==> src/rtl/scan_seq_pkg.sv <==
// Shared types of the scan sequencer: mode encoding and sequence tags.
package scan_seq_pkg;
    // Mode field: bit 1 enables sequence B, bit 0 makes sequence A loop.
    typedef enum logic [1:0] {
        MODE_A_ONCE        = 2'd0,
        MODE_A_LOOP        = 2'd1,
        MODE_AB_ONCE       = 2'd2,
        MODE_A_LOOP_B_ONCE = 2'd3
    } scan_mode_e;

    // Tag carried with every request.
    typedef enum logic {
        SRC_A = 1'b0,
        SRC_B = 1'b1
    } seq_src_e;

    localparam int NUM_SEQ  = 2;
    localparam int NUM_FLAG = 3;
endpackage

==> src/rtl/chan_picker.sv <==
// Finds the lowest set mask bit whose index is at or above a start point.
// Assumes START_W can hold NUM_CH so that "past the last channel" is encodable.
module chan_picker #(
    parameter int NUM_CH  = 16,
    parameter int CH_W    = 4,
    parameter int START_W = 5
) (
    input  logic [NUM_CH-1:0]  mask,
    input  logic [START_W-1:0] start,
    output logic               found,
    output logic [CH_W-1:0]    idx
);
    // Priority search from the top so the lowest qualifying index wins.
    always_comb begin
        found = 1'b0;
        idx   = '0;
        for (int i = NUM_CH - 1; i >= 0; i--) begin
            if (mask[i] && (i >= int'(start))) begin
                found = 1'b1;
                idx   = CH_W'(i);
            end
        end
    end
endmodule

==> src/rtl/sticky_flag.sv <==
// Set/clear status bit; a set in the same cycle as a clear wins.
module sticky_flag (
    input  logic clk,
    input  logic rst_n,
    input  logic set,
    input  logic clr,
    output logic flag
);
    // Hold the flag until an explicit clear without a competing set.
    always_ff @(posedge clk) begin
        if (!rst_n)   flag <= 1'b0;
        else if (set) flag <= 1'b1;
        else if (clr) flag <= 1'b0;
    end
endmodule

==> src/rtl/scan_sequencer.sv <==
// Two-priority scan sequencer for one converter.
// Sequence B preempts sequence A between conversions; A resumes per cfg_resume.
// Assumes the converter answers each conv_req with exactly one conv_done pulse
// and that masks and mode are held stable while a scan is active.
module scan_sequencer
    import scan_seq_pkg::*;
#(
    parameter int NUM_CH = 16
) (
    input  logic                      clk,
    input  logic                      rst_n,
    input  logic [1:0]                cfg_mode,
    input  logic                      cfg_resume,
    input  logic [NUM_CH-1:0]         cfg_mask_a,
    input  logic [NUM_CH-1:0]         cfg_mask_b,
    input  logic                      cfg_ie_a,
    input  logic                      cfg_ie_b,
    input  logic                      start_a_trig,
    input  logic                      start_b_trig,
    input  logic                      sw_start,
    input  logic                      sw_stop,
    input  logic                      clr_eoc_a,
    input  logic                      clr_eoc_b,
    input  logic                      clr_nest,
    input  logic                      conv_done,
    output logic                      conv_req,
    output logic [$clog2(NUM_CH)-1:0] conv_ch,
    output logic                      conv_seq,
    output logic                      busy,
    output logic                      eoc_a,
    output logic                      eoc_b,
    output logic                      nested,
    output logic                      irq_a,
    output logic                      irq_b
);
    localparam int CH_W  = $clog2(NUM_CH);
    localparam int NXT_W = CH_W + 1;

    scan_mode_e mode;
    logic a_act, b_act, a_rew, cbusy, stop_pend;
    logic [NXT_W-1:0] a_next, b_next;

    logic [NUM_SEQ-1:0][NUM_CH-1:0] masks;
    logic [NUM_SEQ-1:0][NXT_W-1:0]  starts;
    logic [NUM_SEQ-1:0]             found;
    logic [NUM_SEQ-1:0][CH_W-1:0]   pick;

    logic stopping, slot_free, b_on, a_loop;
    logic launch_a, launch_b, end_a, end_b, wrap_a;
    logic acc_a, acc_b, preempt;

    assign mode      = scan_mode_e'(cfg_mode);
    assign b_on      = (mode == MODE_AB_ONCE) || (mode == MODE_A_LOOP_B_ONCE);
    assign a_loop    = (mode == MODE_A_LOOP) || (mode == MODE_A_LOOP_B_ONCE);

    // Search inputs: A starts at zero when a restart is owed.
    assign masks[0]  = cfg_mask_a;
    assign masks[1]  = cfg_mask_b;
    assign starts[0] = a_rew ? '0 : a_next;
    assign starts[1] = b_next;

    for (genvar g = 0; g < NUM_SEQ; g++) begin : g_pick
        chan_picker #(.NUM_CH(NUM_CH), .CH_W(CH_W), .START_W(NXT_W)) u_pick (
            .mask  (masks[g]),
            .start (starts[g]),
            .found (found[g]),
            .idx   (pick[g])
        );
    end

    // Slot decisions: B has priority; a failed search ends that sequence's pass.
    assign stopping  = stop_pend | sw_stop;
    assign slot_free = !cbusy && !stopping;
    assign launch_b  = slot_free && b_act && found[1];
    assign end_b     = slot_free && b_act && !found[1];
    assign launch_a  = slot_free && !b_act && a_act && found[0];
    assign end_a     = slot_free && !b_act && a_act && !found[0];
    assign wrap_a    = end_a && a_loop && !a_rew && (a_next != '0);

    // Trigger acceptance.
    assign acc_a   = (start_a_trig || sw_start) && !a_act && !stopping && (|cfg_mask_a);
    assign acc_b   = start_b_trig && b_on && !b_act && !stopping && (|cfg_mask_b);
    assign preempt = acc_b && a_act && !end_a;

    // Scan state, request issue and stop handling.
    always_ff @(posedge clk) begin
        if (!rst_n) begin
            a_act     <= 1'b0;
            b_act     <= 1'b0;
            a_rew     <= 1'b0;
            cbusy     <= 1'b0;
            stop_pend <= 1'b0;
            a_next    <= '0;
            b_next    <= '0;
            conv_req  <= 1'b0;
            conv_ch   <= '0;
            conv_seq  <= SRC_A;
        end else begin
            conv_req <= 1'b0;
            if (launch_b) begin
                conv_req <= 1'b1;
                conv_ch  <= pick[1];
                conv_seq <= SRC_B;
                cbusy    <= 1'b1;
                b_next   <= NXT_W'(pick[1]) + NXT_W'(1);
            end else if (launch_a) begin
                conv_req <= 1'b1;
                conv_ch  <= pick[0];
                conv_seq <= SRC_A;
                cbusy    <= 1'b1;
                a_next   <= NXT_W'(pick[0]) + NXT_W'(1);
                a_rew    <= 1'b0;
            end
            if (cbusy && conv_done) cbusy <= 1'b0;
            if (sw_stop) begin
                stop_pend <= 1'b1;
            end else if (stop_pend && !cbusy) begin
                stop_pend <= 1'b0;
                a_act     <= 1'b0;
                b_act     <= 1'b0;
                a_rew     <= 1'b0;
            end
            if (end_b) b_act <= 1'b0;
            if (end_a) begin
                if (wrap_a) a_next <= '0;
                else        a_act  <= 1'b0;
                a_rew <= 1'b0;
            end
            if (acc_a) begin
                a_act  <= 1'b1;
                a_next <= '0;
                a_rew  <= 1'b0;
            end
            if (acc_b) begin
                b_act  <= 1'b1;
                b_next <= '0;
                if (preempt && cfg_resume) a_rew <= 1'b1;
            end
        end
    end

    // Status flags: end of A, end of B, preemption of A.
    logic [NUM_FLAG-1:0] f_set, f_clr, f_q;
    assign f_set = {preempt, end_b, end_a};
    assign f_clr = {clr_nest, clr_eoc_b, clr_eoc_a};

    for (genvar f = 0; f < NUM_FLAG; f++) begin : g_flag
        sticky_flag u_flag (
            .clk  (clk),
            .rst_n(rst_n),
            .set  (f_set[f]),
            .clr  (f_clr[f]),
            .flag (f_q[f])
        );
    end

    assign eoc_a  = f_q[0];
    assign eoc_b  = f_q[1];
    assign nested = f_q[2];
    assign irq_a  = f_q[0] & cfg_ie_a;
    assign irq_b  = f_q[1] & cfg_ie_b;
    assign busy   = a_act | b_act | cbusy | stop_pend;
endmodule

==> config.mk <==
export PLATFORM = sky130hd
export DESIGN_NAME = scan_sequencer
export DESIGN_NICKNAME = d
export VERILOG_FILES = /design/src/rtl/scan_seq_pkg.sv /design/src/rtl/chan_picker.sv /design/src/rtl/sticky_flag.sv /design/src/rtl/scan_sequencer.sv
export SDC_FILE = /design/constraint.sdc
export NUM_CORES = 1
export LEC_CHECK = 0
export ABC_AREA = 1
export BUFFER_PORTS_ARGS = -buffer_cell sky130_fd_sc_hd__buf_2
export CORE_ASPECT_RATIO = 0.5
export CORE_MARGIN = 2
export CORE_UTILIZATION = 55
export DETAILED_ROUTE_END_ITERATION = 16
export PLACE_DENSITY = 0.91
export REMOVE_ABC_BUFFERS = 1
export SLEW_MARGIN = 25
export SYNTH_ARGS = -nofsm -noshare
export SYNTH_HDL_FRONTEND = slang
export SYNTH_HIERARCHICAL = 1
export SYNTH_SLANG_ARGS = --single-unit
==> constraint.sdc <==
create_clock -name clk -period 4.31 [get_ports clk]
set_input_delay 0.862 -clock clk [delete_from_list [all_inputs] [get_ports clk]]
set_output_delay 0.862 -clock clk [all_outputs]
set_load 0.05 [all_outputs]
==> impl_metrics.yaml <==
synthesis:
  syn_inst: 380
  synth_cell_type_count: 31
  synthMuxAreaShare_pct: 0
  synth_compound_gate_area_share_pct: 15.4
  yosysSeqAreaShare_pct: 21.5
  synth_top_area_cell: "dfxtp_1"
  syn_area_um2: 2230
  yosysWarnings: 6
  synth_simple_gate_area_share_pct: 49.7
  netlist.area_leader.share_pct: 21.5
  ys_top_cells_by_area: "dfxtp_1 (22%), nand2_1 (19%), nor2_1 (11%), inv_1 (9.3%), nand3_1 (4.7%)"
  synth_seq_cells: 24
  synthXorXnorAreaFrac_pct: 1.18
  synth_top_family_by_area: "simple AND/OR/NAND/NOR gates"
  synthAdderAreaFrac_pct: 1.12
  avgSynthCellArea_um2: 5.87
routing:
  wl_per_cell_um: 10.1
  num_vias: 2479
  detail-route-antenna-nets: 0
  route.detailed.drc: 0
  routed_wl_mm: 5.00
  drt-initial-drc-count: 208
  via_per_inst: 5.01
  dr.pass1.iters: 5
floorplan:
  dieArea_um2: 4610
  pin_count: 59
  start_util_pct: 57.1
  dieHeight_um: 49.0
  rows: 16
  core_area_um2: 3900
  fp.dieW_um: 94.1
sta:
  fmax_ghz: 0.383
  drv_slew: 0
  period_share_pct: 60.6
  fin_skew_ns: 0.00613
  setup_slack_ns: 1.70
  relSlewSlack_pct: 58.9
  worst_slew_pin_slew_ns: 0.615
  finalCriticalPeriod_ns: 2.61
  tns_ns: 0
  setup_viol: 0
  rsz0062_at_grt: "no"
  hold_violations: 0
worst_setup_path:
  slowest_stage: "nor2_1"
  max_stage_delay_ns: 0.47
  startpoint_type: "register"
  worstPathRequired_ns: 4.47
  critPathMaxFanout: 6
  cp.arrival_ns: 2.77
  end_kind: "register"
  worstSetupPathType: "reg2reg"
  cpLargestDelayFamily: "simple AND/OR/NAND/NOR gates"
  path_buf_inv: 4
  path_cells: "inv_1 -> nor2_1 -> nand4_1 -> nand2_1 -> o21ai_0 -> nor2_2 -> inv_2 -> nor2_4 -> nand4_1 -> inv_1 -> nand4_1 -> nor2_1 -> inv_1 -> nand2_1 -> nor2_1"
  r2r_setup_slack_ns: 1.70
power:
  p_leak_nw: 1.31
  vdd_drop_max_v: 0.0000943
  p_int_mw: 0.351
  p_clk_share_pct: 24.2
  seqPwrFrac_pct: 44.3
  switchingPower_mw: 0.179
  power_density_nw_per_um2: 202
  switching_share_pct: 33.8
  comb_power_share_pct: 31.4
outcome:
  status: "complete, no violations"
flow_run:
  cap_violations: 0
global_routing:
  grt_use_total_pct: 22.3
  grt_pass1_wl_mm: 8.54
  antenna_found_initial: 0
  grt-ovfl-total: 0
  grt_pass1_vias: 2123
  grt_max_degree: 13
placed_design:
  preCtsSetupSlack_ns: 1.74
  io_buffers: 58
  dpl.hpwl_mm: 4.06
  placed_area_um2: 2590
  routabilityCongestion: 0.911
layout:
  final_cell_area_um2: 2630
  num-fill-cells: 372
  fin_nets: 492
  multi_input_area_um2: 1500
  antenna_cells: 0
  register_area_um2: 480
  areaGrowthSynthToFinish_pct: 17.9
  drive_gt1_share_pct: 25.2
cts:
  post_cts_buffers: 0
  htree_levels: 1
  cts_tree: "done"
  cts_resized: 0
  cts_sinks: 24
  hold_buffers: 0
  worstSkewPairLatency_ns: 0.26
  numCtsBuffers: 3
  clk_pin_slew_worst_paths_ns: 0.08
  cts_max_path_buffers: 2
  clockRootBuffer: "clkbuf_8"
min_path:
  hold_path_class: "reg2reg"
-- cell families (layout without fill, tap and decap cells) --
logic type      count (synthesis)  in the layout
xor+xnor                        3              3
buf+inv                        64            125
flops                          24             24
fa+ha+maj                       2              2
simple gates                  238            238
compound gates                 49             49
-- cell usage in the layout (no fill, tap or decap), types with 2 or more instances in the layout --
cell type  instances
a21boi_1           2
nor2_1            64
o211ai_2           2
a21oi_4            2
inv_1             55
xnor2_1            2
nand3_1           21
inv_2              6
nor2_4             9
nand3_2            2
nor3_1             4
a21oi_1           16
nand4_4            2
o21ai_0            9
o211ai_1           4
nor3_2             4
dfxtp_1           24
nand2_2            4
nand4_1            7
buf_2             58
a21oi_2           10
nand2_1          114
ha_1               2
nor2_2             7
clkbuf_8           3
-- final cells by class --
cell class,count,area share [%]
Timing Repair Buffer,58,11.0
Clock buffer,3,1.57
Inverter,64,9.37
Sequential cell,24,18.3
Tap cell,54,2.57
Multi-Input combinational cell,292,57.2
-- Yosys cell counts --
library cell / instances
xnor2_1: 2
xor2_1: 1
o21ai_0: 9
nand2_2: 4
nand4_4: 2
nand2_1: 114
a21oi_4: 2
a21boi_1: 2
o21a_1: 1
nand3_2: 2
o211ai_1: 4
clkinv_4: 1
o211ai_2: 2
inv_2: 6
clkinv_2: 1
nor2_4: 9
nand3_1: 21
a21oi_1: 16
nor2_1: 64
nand4_1: 7
ha_1: 2
o21bai_1: 1
inv_1: 55
a22oi_1: 1
o21ai_1: 1
nor2_2: 7
nor3_1: 4
clkinv_1: 1
nor3_2: 4
a21oi_2: 10
dfxtp_1: 24
-- worst register-to-register path, stage by stage (launching register included) --
cell	delay, ns
dfxtp_1	0.34
inv_1	0.06
nor2_1	0.47
nand4_1	0.16
nand2_1	0.10
o21ai_0	0.13
nor2_2	0.16
inv_2	0.06
nor2_4	0.11
nand4_1	0.21
inv_1	0.10
nand4_1	0.16
nor2_1	0.23
inv_1	0.10
nand2_1	0.07
nor2_1	0.04
-- sequential cells by signal, summed over array words and instances, names as in the netlist, 3 cells and up --
signal	cells
a_next	5
b_next	5
conv_ch	4
g_flag.u_flag/flag	3
-- final timing paths --
kind / cells past startpoint / start / end
worst max-delay path: 15 / a_next[2] / a_next[1]
worst min-delay path: 2 / conv_ch[1] / conv_ch[1]
worst max register to register: 15 / a_next[2] / a_next[1]
worst min register to register: 2 / conv_ch[1] / conv_ch[1]
-- through the flow --
stage / instances / hold WS (ns) / total power, mW / util (%)
6_report: 495 / 0.471 / 0.531 / 67.4
4_1_cts: 495 / 0.473 / 0.529 / 67.4
3_3_place_gp: 492 / 0.453 / 0.402 / 66.3
3_5_place_dp: 492 / 0.461 / 0.405 / 66.3
2_1_floorplan: 380 / 0.507 / 0.356 / -
5_1_grt: 495 / 0.493 / 0.563 / 67.4
-- power by group through the flow --
stage | registers, mW | logic (mW) | clock network [mW]
after floorplan | 0.245 | 0.111 | 0
after global placement | 0.240 | 0.162 | 0
after detailed placement | 0.240 | 0.164 | 0
after CTS | 0.235 | 0.166 | 0.128
after global routing | 0.236 | 0.189 | 0.138
final | 0.235 | 0.167 | 0.129
-- per-layer routing --
layer | share of wire [%] | vias up | GRT usage [%]
met5 | 0 | - | 0
met4 | 1.0 | 0 | 6.04
met3 | 5.3 | 6 | 2.01
met2 | 46 | 74 | 39.5
met1 | 48 | 1074 | 29.3
li1 | - | 1325 | -
(Power assumes the default switching activity.)
